==> config.mk <==
export PLATFORM = sky130hd
export DESIGN_NAME = qspi_psram_ctrl
export DESIGN_NICKNAME = d
export VERILOG_FILES = /design/src/rtl/qspi_psram_pkg.sv /design/src/rtl/qspi_tick_gen.sv /design/src/rtl/qspi_tx_shift.sv /design/src/rtl/qspi_rx_assembler.sv /design/src/rtl/qspi_psram_ctrl.sv
export SDC_FILE = /design/constraint.sdc
export NUM_CORES = 1
export LEC_CHECK = 0
export BUFFER_PORTS_ARGS = -buffer_cell sky130_fd_sc_hd__buf_2
export CORE_MARGIN = 2
export CORE_UTILIZATION = 50
export DETAILED_ROUTE_END_ITERATION = 10
export HOLD_SLACK_MARGIN = 0.05
export PLACE_DENSITY = 0.79
export RECOVER_POWER = 25
export SYNTH_ARGS = -nofsm -noshare
export SYNTH_HDL_FRONTEND = slang
export SYNTH_SLANG_ARGS = --single-unit
==> constraint.sdc <==
create_clock -name clk -period 2.3 [get_ports clk]
set_input_delay 0.115 -clock clk [delete_from_list [all_inputs] [get_ports clk]]
set_output_delay 0.115 -clock clk [all_outputs]
set_load 0.005 [all_outputs]
==> src/rtl/qspi_psram_pkg.sv <==
package qspi_psram_pkg;
  localparam logic [7:0] OP_READ  = 8'hEB;
  localparam logic [7:0] OP_WRITE = 8'h38;
  localparam int unsigned NIB_W   = 4;

  typedef enum logic [1:0] {
    ST_IDLE = 2'd0,
    ST_XFER = 2'd1,
    ST_GAP  = 2'd2
  } xfer_state_t;
endpackage

==> src/rtl/qspi_tick_gen.sv <==
module qspi_tick_gen #(
  parameter int unsigned CLK_DIV = 2
) (
  input  logic clk,
  input  logic rst_n,
  input  logic run,
  input  logic stall,
  output logic tick
);
  localparam int unsigned CW = (CLK_DIV > 1) ? $clog2(CLK_DIV) : 1;
  localparam logic [CW-1:0] LAST = CW'(CLK_DIV - 1);

  logic [CW-1:0] cnt;
  logic at_last;

  assign at_last = (cnt == LAST);
  assign tick    = run && at_last && !stall;

  always_ff @(posedge clk or negedge rst_n) begin
    if (!rst_n) begin
      cnt <= '0;
    end else if (!run) begin
      cnt <= '0;
    end else if (at_last) begin
      if (!stall) cnt <= '0;
    end else begin
      cnt <= cnt + 1'b1;
    end
  end
endmodule

==> src/rtl/qspi_tx_shift.sv <==
module qspi_tx_shift #(
  parameter int unsigned SH_W = 40
) (
  input  logic            clk,
  input  logic            rst_n,
  input  logic            load_hdr,
  input  logic [SH_W-1:0] hdr,
  input  logic            load_byte,
  input  logic [7:0]      byte_in,
  input  logic            shift,
  output logic [3:0]      nib_out
);
  logic [SH_W-1:0] sh;

  assign nib_out = sh[SH_W-1 -: 4];

  always_ff @(posedge clk or negedge rst_n) begin
    if (!rst_n) begin
      sh <= '0;
    end else if (load_hdr) begin
      sh <= hdr;
    end else if (load_byte) begin
      sh[SH_W-1 -: 8] <= byte_in;
    end else if (shift) begin
      sh <= {sh[SH_W-5:0], 4'h0};
    end
  end
endmodule

==> src/rtl/qspi_rx_assembler.sv <==
module qspi_rx_assembler #(
  parameter int unsigned NIB_W = 4
) (
  input  logic               clk,
  input  logic               rst_n,
  input  logic               cap,
  input  logic               cap_hi,
  input  logic [NIB_W-1:0]   nib_in,
  input  logic               take,
  output logic               byte_valid,
  output logic [2*NIB_W-1:0] byte_out
);
  logic [NIB_W-1:0] hi_q;

  always_ff @(posedge clk or negedge rst_n) begin
    if (!rst_n) begin
      hi_q       <= '0;
      byte_valid <= 1'b0;
      byte_out   <= '0;
    end else begin
      if (take) byte_valid <= 1'b0;
      if (cap) begin
        if (cap_hi) begin
          hi_q <= nib_in;
        end else begin
          byte_out   <= {hi_q, nib_in};
          byte_valid <= 1'b1;
        end
      end
    end
  end
endmodule

==> src/rtl/qspi_psram_ctrl.sv <==
module qspi_psram_ctrl
  import qspi_psram_pkg::*;
#(
  parameter int unsigned CLK_DIV      = 2,
  parameter int unsigned DUMMY_CYCLES = 6,
  parameter int unsigned MAX_BURST    = 16,
  parameter int unsigned ADDR_W       = 32
) (
  input  logic                         clk,
  input  logic                         rst_n,
  input  logic                         req_valid,
  output logic                         req_ready,
  input  logic                         req_write,
  input  logic [ADDR_W-1:0]            req_addr,
  input  logic [$clog2(MAX_BURST)-1:0] req_len,
  input  logic                         wr_valid,
  output logic                         wr_ready,
  input  logic [7:0]                   wr_data,
  output logic                         rd_valid,
  input  logic                         rd_ready,
  output logic [7:0]                   rd_data,
  output logic                         done,
  output logic                         busy,
  output logic                         cs_n,
  output logic                         sck,
  output logic [3:0]                   dq_o,
  output logic                         dq_oe,
  input  logic [3:0]                   dq_i
);
  localparam int unsigned LEN_W     = $clog2(MAX_BURST);
  localparam int unsigned HDR_W     = 8 + ADDR_W;
  localparam int unsigned HDR_PER   = HDR_W / NIB_W;
  localparam int unsigned MAX_PER   = HDR_PER + DUMMY_CYCLES + 2 * MAX_BURST;
  localparam int unsigned PER_W     = $clog2(MAX_PER + 1);
  localparam logic [PER_W-1:0] P_HDR = PER_W'(HDR_PER);
  localparam logic [PER_W-1:0] P_RDS = PER_W'(HDR_PER + DUMMY_CYCLES);

  xfer_state_t      state;
  logic             is_wr;
  logic [PER_W-1:0] per, last_per;
  logic             cs_n_q, sck_q, oe_q, done_q, gap_half;

  logic             tick, stall, accept;
  logic             rise_evt, fall_evt, ending, byte_start;
  logic             need_w, need_r, cap, cap_hi;
  logic [PER_W-1:0] next_per, data_start, rel_next, rel_cur;

  assign accept     = req_valid && (state == ST_IDLE);
  assign next_per   = per + 1'b1;
  assign data_start = is_wr ? P_HDR : P_RDS;
  assign rel_next   = next_per - data_start;
  assign rel_cur    = per - data_start;
  assign ending     = (next_per == last_per);
  assign byte_start = (next_per >= data_start) && !rel_next[0] && !ending;
  assign need_w     = is_wr && byte_start;
  assign need_r     = !is_wr && byte_start;

  assign stall = (state == ST_XFER) && sck_q &&
                 ((need_w && !wr_valid) || (need_r && rd_valid && !rd_ready));

  assign rise_evt = tick && (state == ST_XFER) && !sck_q;
  assign fall_evt = tick && (state == ST_XFER) && sck_q;
  assign cap      = rise_evt && !is_wr && (per >= data_start);
  assign cap_hi   = !rel_cur[0];
  assign wr_ready = fall_evt && need_w;

  qspi_tick_gen #(.CLK_DIV(CLK_DIV)) u_tick (
    .clk   (clk),
    .rst_n (rst_n),
    .run   (state != ST_IDLE),
    .stall (stall),
    .tick  (tick)
  );

  qspi_tx_shift #(.SH_W(HDR_W)) u_tx (
    .clk       (clk),
    .rst_n     (rst_n),
    .load_hdr  (accept),
    .hdr       ({(req_write ? OP_WRITE : OP_READ), req_addr}),
    .load_byte (wr_ready),
    .byte_in   (wr_data),
    .shift     (fall_evt && !ending && !need_w),
    .nib_out   (dq_o)
  );

  qspi_rx_assembler #(.NIB_W(NIB_W)) u_rx (
    .clk        (clk),
    .rst_n      (rst_n),
    .cap        (cap),
    .cap_hi     (cap_hi),
    .nib_in     (dq_i),
    .take       (rd_ready),
    .byte_valid (rd_valid),
    .byte_out   (rd_data)
  );

  always_ff @(posedge clk or negedge rst_n) begin
    if (!rst_n) begin
      state    <= ST_IDLE;
      is_wr    <= 1'b0;
      per      <= '0;
      last_per <= '0;
      cs_n_q   <= 1'b1;
      sck_q    <= 1'b0;
      oe_q     <= 1'b0;
      done_q   <= 1'b0;
      gap_half <= 1'b0;
    end else begin
      done_q <= 1'b0;
      unique case (state)
        ST_IDLE: begin
          if (accept) begin
            state    <= ST_XFER;
            is_wr    <= req_write;
            per      <= '0;
            last_per <= P_HDR + (req_write ? PER_W'(0) : PER_W'(DUMMY_CYCLES))
                        + PER_W'({req_len, 1'b0}) + PER_W'(2);
            cs_n_q   <= 1'b0;
            oe_q     <= 1'b1;
          end
        end
        ST_XFER: begin
          if (rise_evt) sck_q <= 1'b1;
          if (fall_evt) begin
            sck_q <= 1'b0;
            per   <= next_per;
            if (ending) begin
              state    <= ST_GAP;
              cs_n_q   <= 1'b1;
              oe_q     <= 1'b0;
              done_q   <= 1'b1;
              gap_half <= 1'b0;
            end else if (!is_wr && next_per == P_HDR) begin
              oe_q <= 1'b0;
            end
          end
        end
        ST_GAP: begin
          if (tick) begin
            gap_half <= 1'b1;
            if (gap_half) state <= ST_IDLE;
          end
        end
        default: state <= ST_IDLE;
      endcase
    end
  end

  assign req_ready = (state == ST_IDLE);
  assign cs_n      = cs_n_q;
  assign sck       = sck_q;
  assign dq_oe     = oe_q;
  assign done      = done_q;
  assign busy      = !cs_n_q;
endmodule

==> qor.txt <==
Internal -> 4.81 mW
Total number of vias -> 3676
Final worst slack -> -0.385 ns
Max stage delay on crit path -> 0.48 ns
Comb pwr share -> 59.3%
Worst Path Max Fanout -> 7
Post-detailed-route count of antenna-violating nets -> 0
Hold EP -> u_tx.sh[37]
First-pass GRT wire length -> 17.2 mm
CTS tree -> done
Largest net degree at the start of global routing -> 43
Final hold vios -> 0
Mapped Area -> 3880 µm²
Ratio of final minimum period to clock period -> 117%
CP max-delay cell -> dfrtp_2
IO buf count -> 73
Die Area -> 8470 µm²
Overall Global Routing Usage -> 26.0%
Crit end category -> register
Crit path DAT -> 2.97 ns
Failing checks -> setup timing
Initial core utilization -> 51.0%
Routability cong. -> 0.934
Filler Cell Count -> 500
Initial antenna violation count -> 0
Slew Limit Fails -> 0
Final nets -> 579
Reg power frac -> 27.7%
CTS clk-pin slew, worst paths -> 0.09 ns
Simple-gate portion of the synthesized area -> 13.2%
Data required time of the worst path -> 2.58 ns
Die X -> 92.0 µm
Hpwl dp -> 6.19 mm
Clock skew -> 0.0154 ns
Sequential fraction of the synthesis area -> 47.2%
Hold_ws -> 0.0582 ns
Max-cap violations -> 0
Final core occ -> 72.8%
Setup TNS Final -> -9.23 ns
Cell count after synthesis -> 370
Synth Area per Inst -> 10.5 µm²
Die Ht -> 92.0 µm
Pwr dens -> 1500 nW/µm²
Fraction of registers with async set/reset -> 100%
Ratio of cells with drive above 1 in the final layout -> 39.5%
Final setup violation count -> 49
Most frequent cells in the layout -> 72 x buf_2, 69 x dfrtp_1, 60 x nand2_1, 38 x dlygate4sd3_1, 31 x buf_4
Adder-cell share of the synthesized area -> 4.71%
Peak supply drop -> 725 µV
IO Pins -> 74
Number of H-tree levels -> 3
Non-filler instance count after layout -> 618
Cts bufs inserted -> 9
Placed cells -> 545
Status -> finished, violations left
Drt initial violations -> 341
Worst Setup Path Type -> reg2reg
Cell Rows -> 32
Crit path time final -> 2.69 ns
Post-synth EDFFs -> 0
Total chip power -> 8.28 mW
Max Clock Freq -> 372 MHz
Hold path depth -> 3
R2R Path Start -> per[0]
Register bit total from synthesis -> 73
Insertion delay to the later sink of the worst-skew pair -> 0.37 ns
Worst Path Buf+Inv -> 4
Fraction of synthesized cell area in xor and xnor cells -> 3.00%
Sw frac -> 41.9%
Core Region -> 7610 µm²
Largest family of logic cells by synthesized area -> compound AO/OA/AOI/OAI gates
Worst-Margin Slew -> 0.954 ns
P_sw -> 3.47 mW
Final instance area -> 5540 µm²
CP dominant cell by count -> ha_4
Place WS -> -0.221 ns
Vias in the first global route -> 3534
Slew HR -> 36.4%
CTS Sinks -> 73
Synthesis Warnings -> 0
Post-synth cell types -> 50
RR Endpoint -> u_tx.sh[16]
Clock share of power -> 13.0%
CTS max path bufs -> 2
CP Launch Type -> register
Post-route DRC violation count -> 0
CP Launch Point -> per[0]
Family with the most delay on the worst path -> compound AO/OA/AOI/OAI gates
Pleak -> 2.59 nW
Post-synthesis mux area share -> 6.13%
WL final -> 11.9 mm
Vias/cell -> 5.95
Area Growth Syn to Fin -> 42.8%
Worst Hold Launch -> wr_data[5]
GRT Residual Overflow -> 0
Syn_nets -> 438
FF-to-FF path depth -> 13
Setup repair after global routing missed its margin -> yes
CP cell instances -> ha_4, nand3_4, xnor2_4, inv_2, ha_4, o21ai_2, o2111ai_2, nand3_2, buf_6, buf_16, buf_4, a21oi_2, a221o_1
# diodes -> 0
Drt wl/cell -> 19.2 µm
Commonest non-fill, non-tap cell in the layout -> buf_2
Root Buffer -> clkbuf_8
Post-place instance area -> 4480 µm²
Compound-Gate Fraction of Synth Area -> 19.1%
DR pass1 iterations -> 6
Worst Hold Class -> in2reg
Synth Flop Type -> dfrtp_1
R2r setup slk -> -0.39 ns
==> logic make-up (layout without fill, tap and decap cells) <==
family / Yosys count / in the layout
flops: 73 / 73
xor+xnor: 10 / 10
fa+ha+maj: 14 / 14
buf+inv: 46 / 189
mux: 22 / 22
simple gates: 108 / 111
compound gates: 97 / 97
==> area by class of cell <==
type                    instances  area (µm²)  area share (%)
clock buffers                  11         151            2.73
multi-input cells             254        2100            38.0
repair buffers                156        1200            21.6
well taps                     102         128            2.31
clock inverters                 5        61.3            1.11
inverters                      17        63.8            1.15
flip-flops and latches         73        1830            33.1
==> cells in the mapped netlist (2+ instances only) <==
cell type | number | share of area, %
dfrtp_1 | 72 | 46
nand2_1 | 60 | 5.8
a21oi_1 | 31 | 4.0
a221o_1 | 28 | 7.2
inv_1 | 17 | 1.6
ha_1 | 13 | 4.2
o21ai_0 | 13 | 1.7
mux2_2 | 12 | 3.5
nor2_1 | 12 | 1.2
nand3_1 | 10 | 1.3
buf_4 | 9 | 1.7
clkbuf_1 | 9 | 0.87
mux2i_1 | 8 | 2.1
buf_6 | 6 | 1.7
and3_1 | 5 | 0.81
buf_2 | 5 | 0.65
a41o_1 | 4 | 1.0
and2_1 | 4 | 0.65
nor2b_1 | 4 | 0.65
o211ai_1 | 4 | 0.77
xor2_1 | 4 | 0.90
a21o_1 | 3 | 0.58
nand2b_1 | 3 | 0.48
xnor2_1 | 3 | 0.68
a21boi_0 | 2 | 0.39
a31oi_4 | 2 | 1.1
mux2_1 | 2 | 0.58
nand3_2 | 2 | 0.52
o21a_1 | 2 | 0.39
==> what timing repair did <==
| item | 4_1_cts | 5_1_grt |
|---|---|---|
| pin swaps | 11 | 16 |
| endpoints found under the setup margin | 61 | 66 |
| endpoints found under the hold margin | 113 | 0 |
| gates cloned | 3 | 3 |
| resized for setup | 32 | 33 |
| hold buffers | 38 | 0 |
| buffers inserted | 7 | 6 |
==> worst max path at each step <==
stage / to / slack (ns) / cells past startpoint
after global routing: u_tx.sh[16] / -0.47 / 13
after detailed placement: u_rx.byte_out[4] / -0.22 / 9
final: u_tx.sh[16] / -0.39 / 13
after floorplan: per[1] / -0.17 / 11
after CTS: wr_ready / -0.18 / 9
after global placement: u_tx.sh[36] / -0.12 / 8
==> power groups by stage <==
stage / combinational, mW / clock [mW] / sequential, mW
floorplan: 2.53 / 0 / 2.14
global placement: 3.23 / 0 / 2.20
detailed placement: 3.35 / 0 / 2.24
CTS: 4.03 / 1.07 / 2.24
global route: 5.21 / 1.14 / 2.34
finish: 4.91 / 1.08 / 2.29
==> per-layer routing <==
layer  vias up  global-route usage [%]  wire length (µm)
met1      1741                    32.8              4600
met4         0                    12.2               668
met3        65                    5.09              1020
met2       258                    43.1              5600
met5         -                       0                 0
li1       1612                       -                 -
==> tightest hold or removal path, cell delays in order <==
cell,delay [ns]
buf_2,0.08
mux2i_1,0.06
mux2i_1,0.13
==> state kept, by name (all words and copies together), names as in the netlist <==
signal and count:
u_tx.sh 40, u_rx.byte_out 8, per 6, last_per 5
u_rx.hi_q 4, state 2, cs_n 1, done 1
dq_oe 1, gap_half 1, is_wr 1, sck 1
u_rx.byte_valid 1, u_tick.at_last 1
Note: power is estimated with default switching activity, not from simulation.
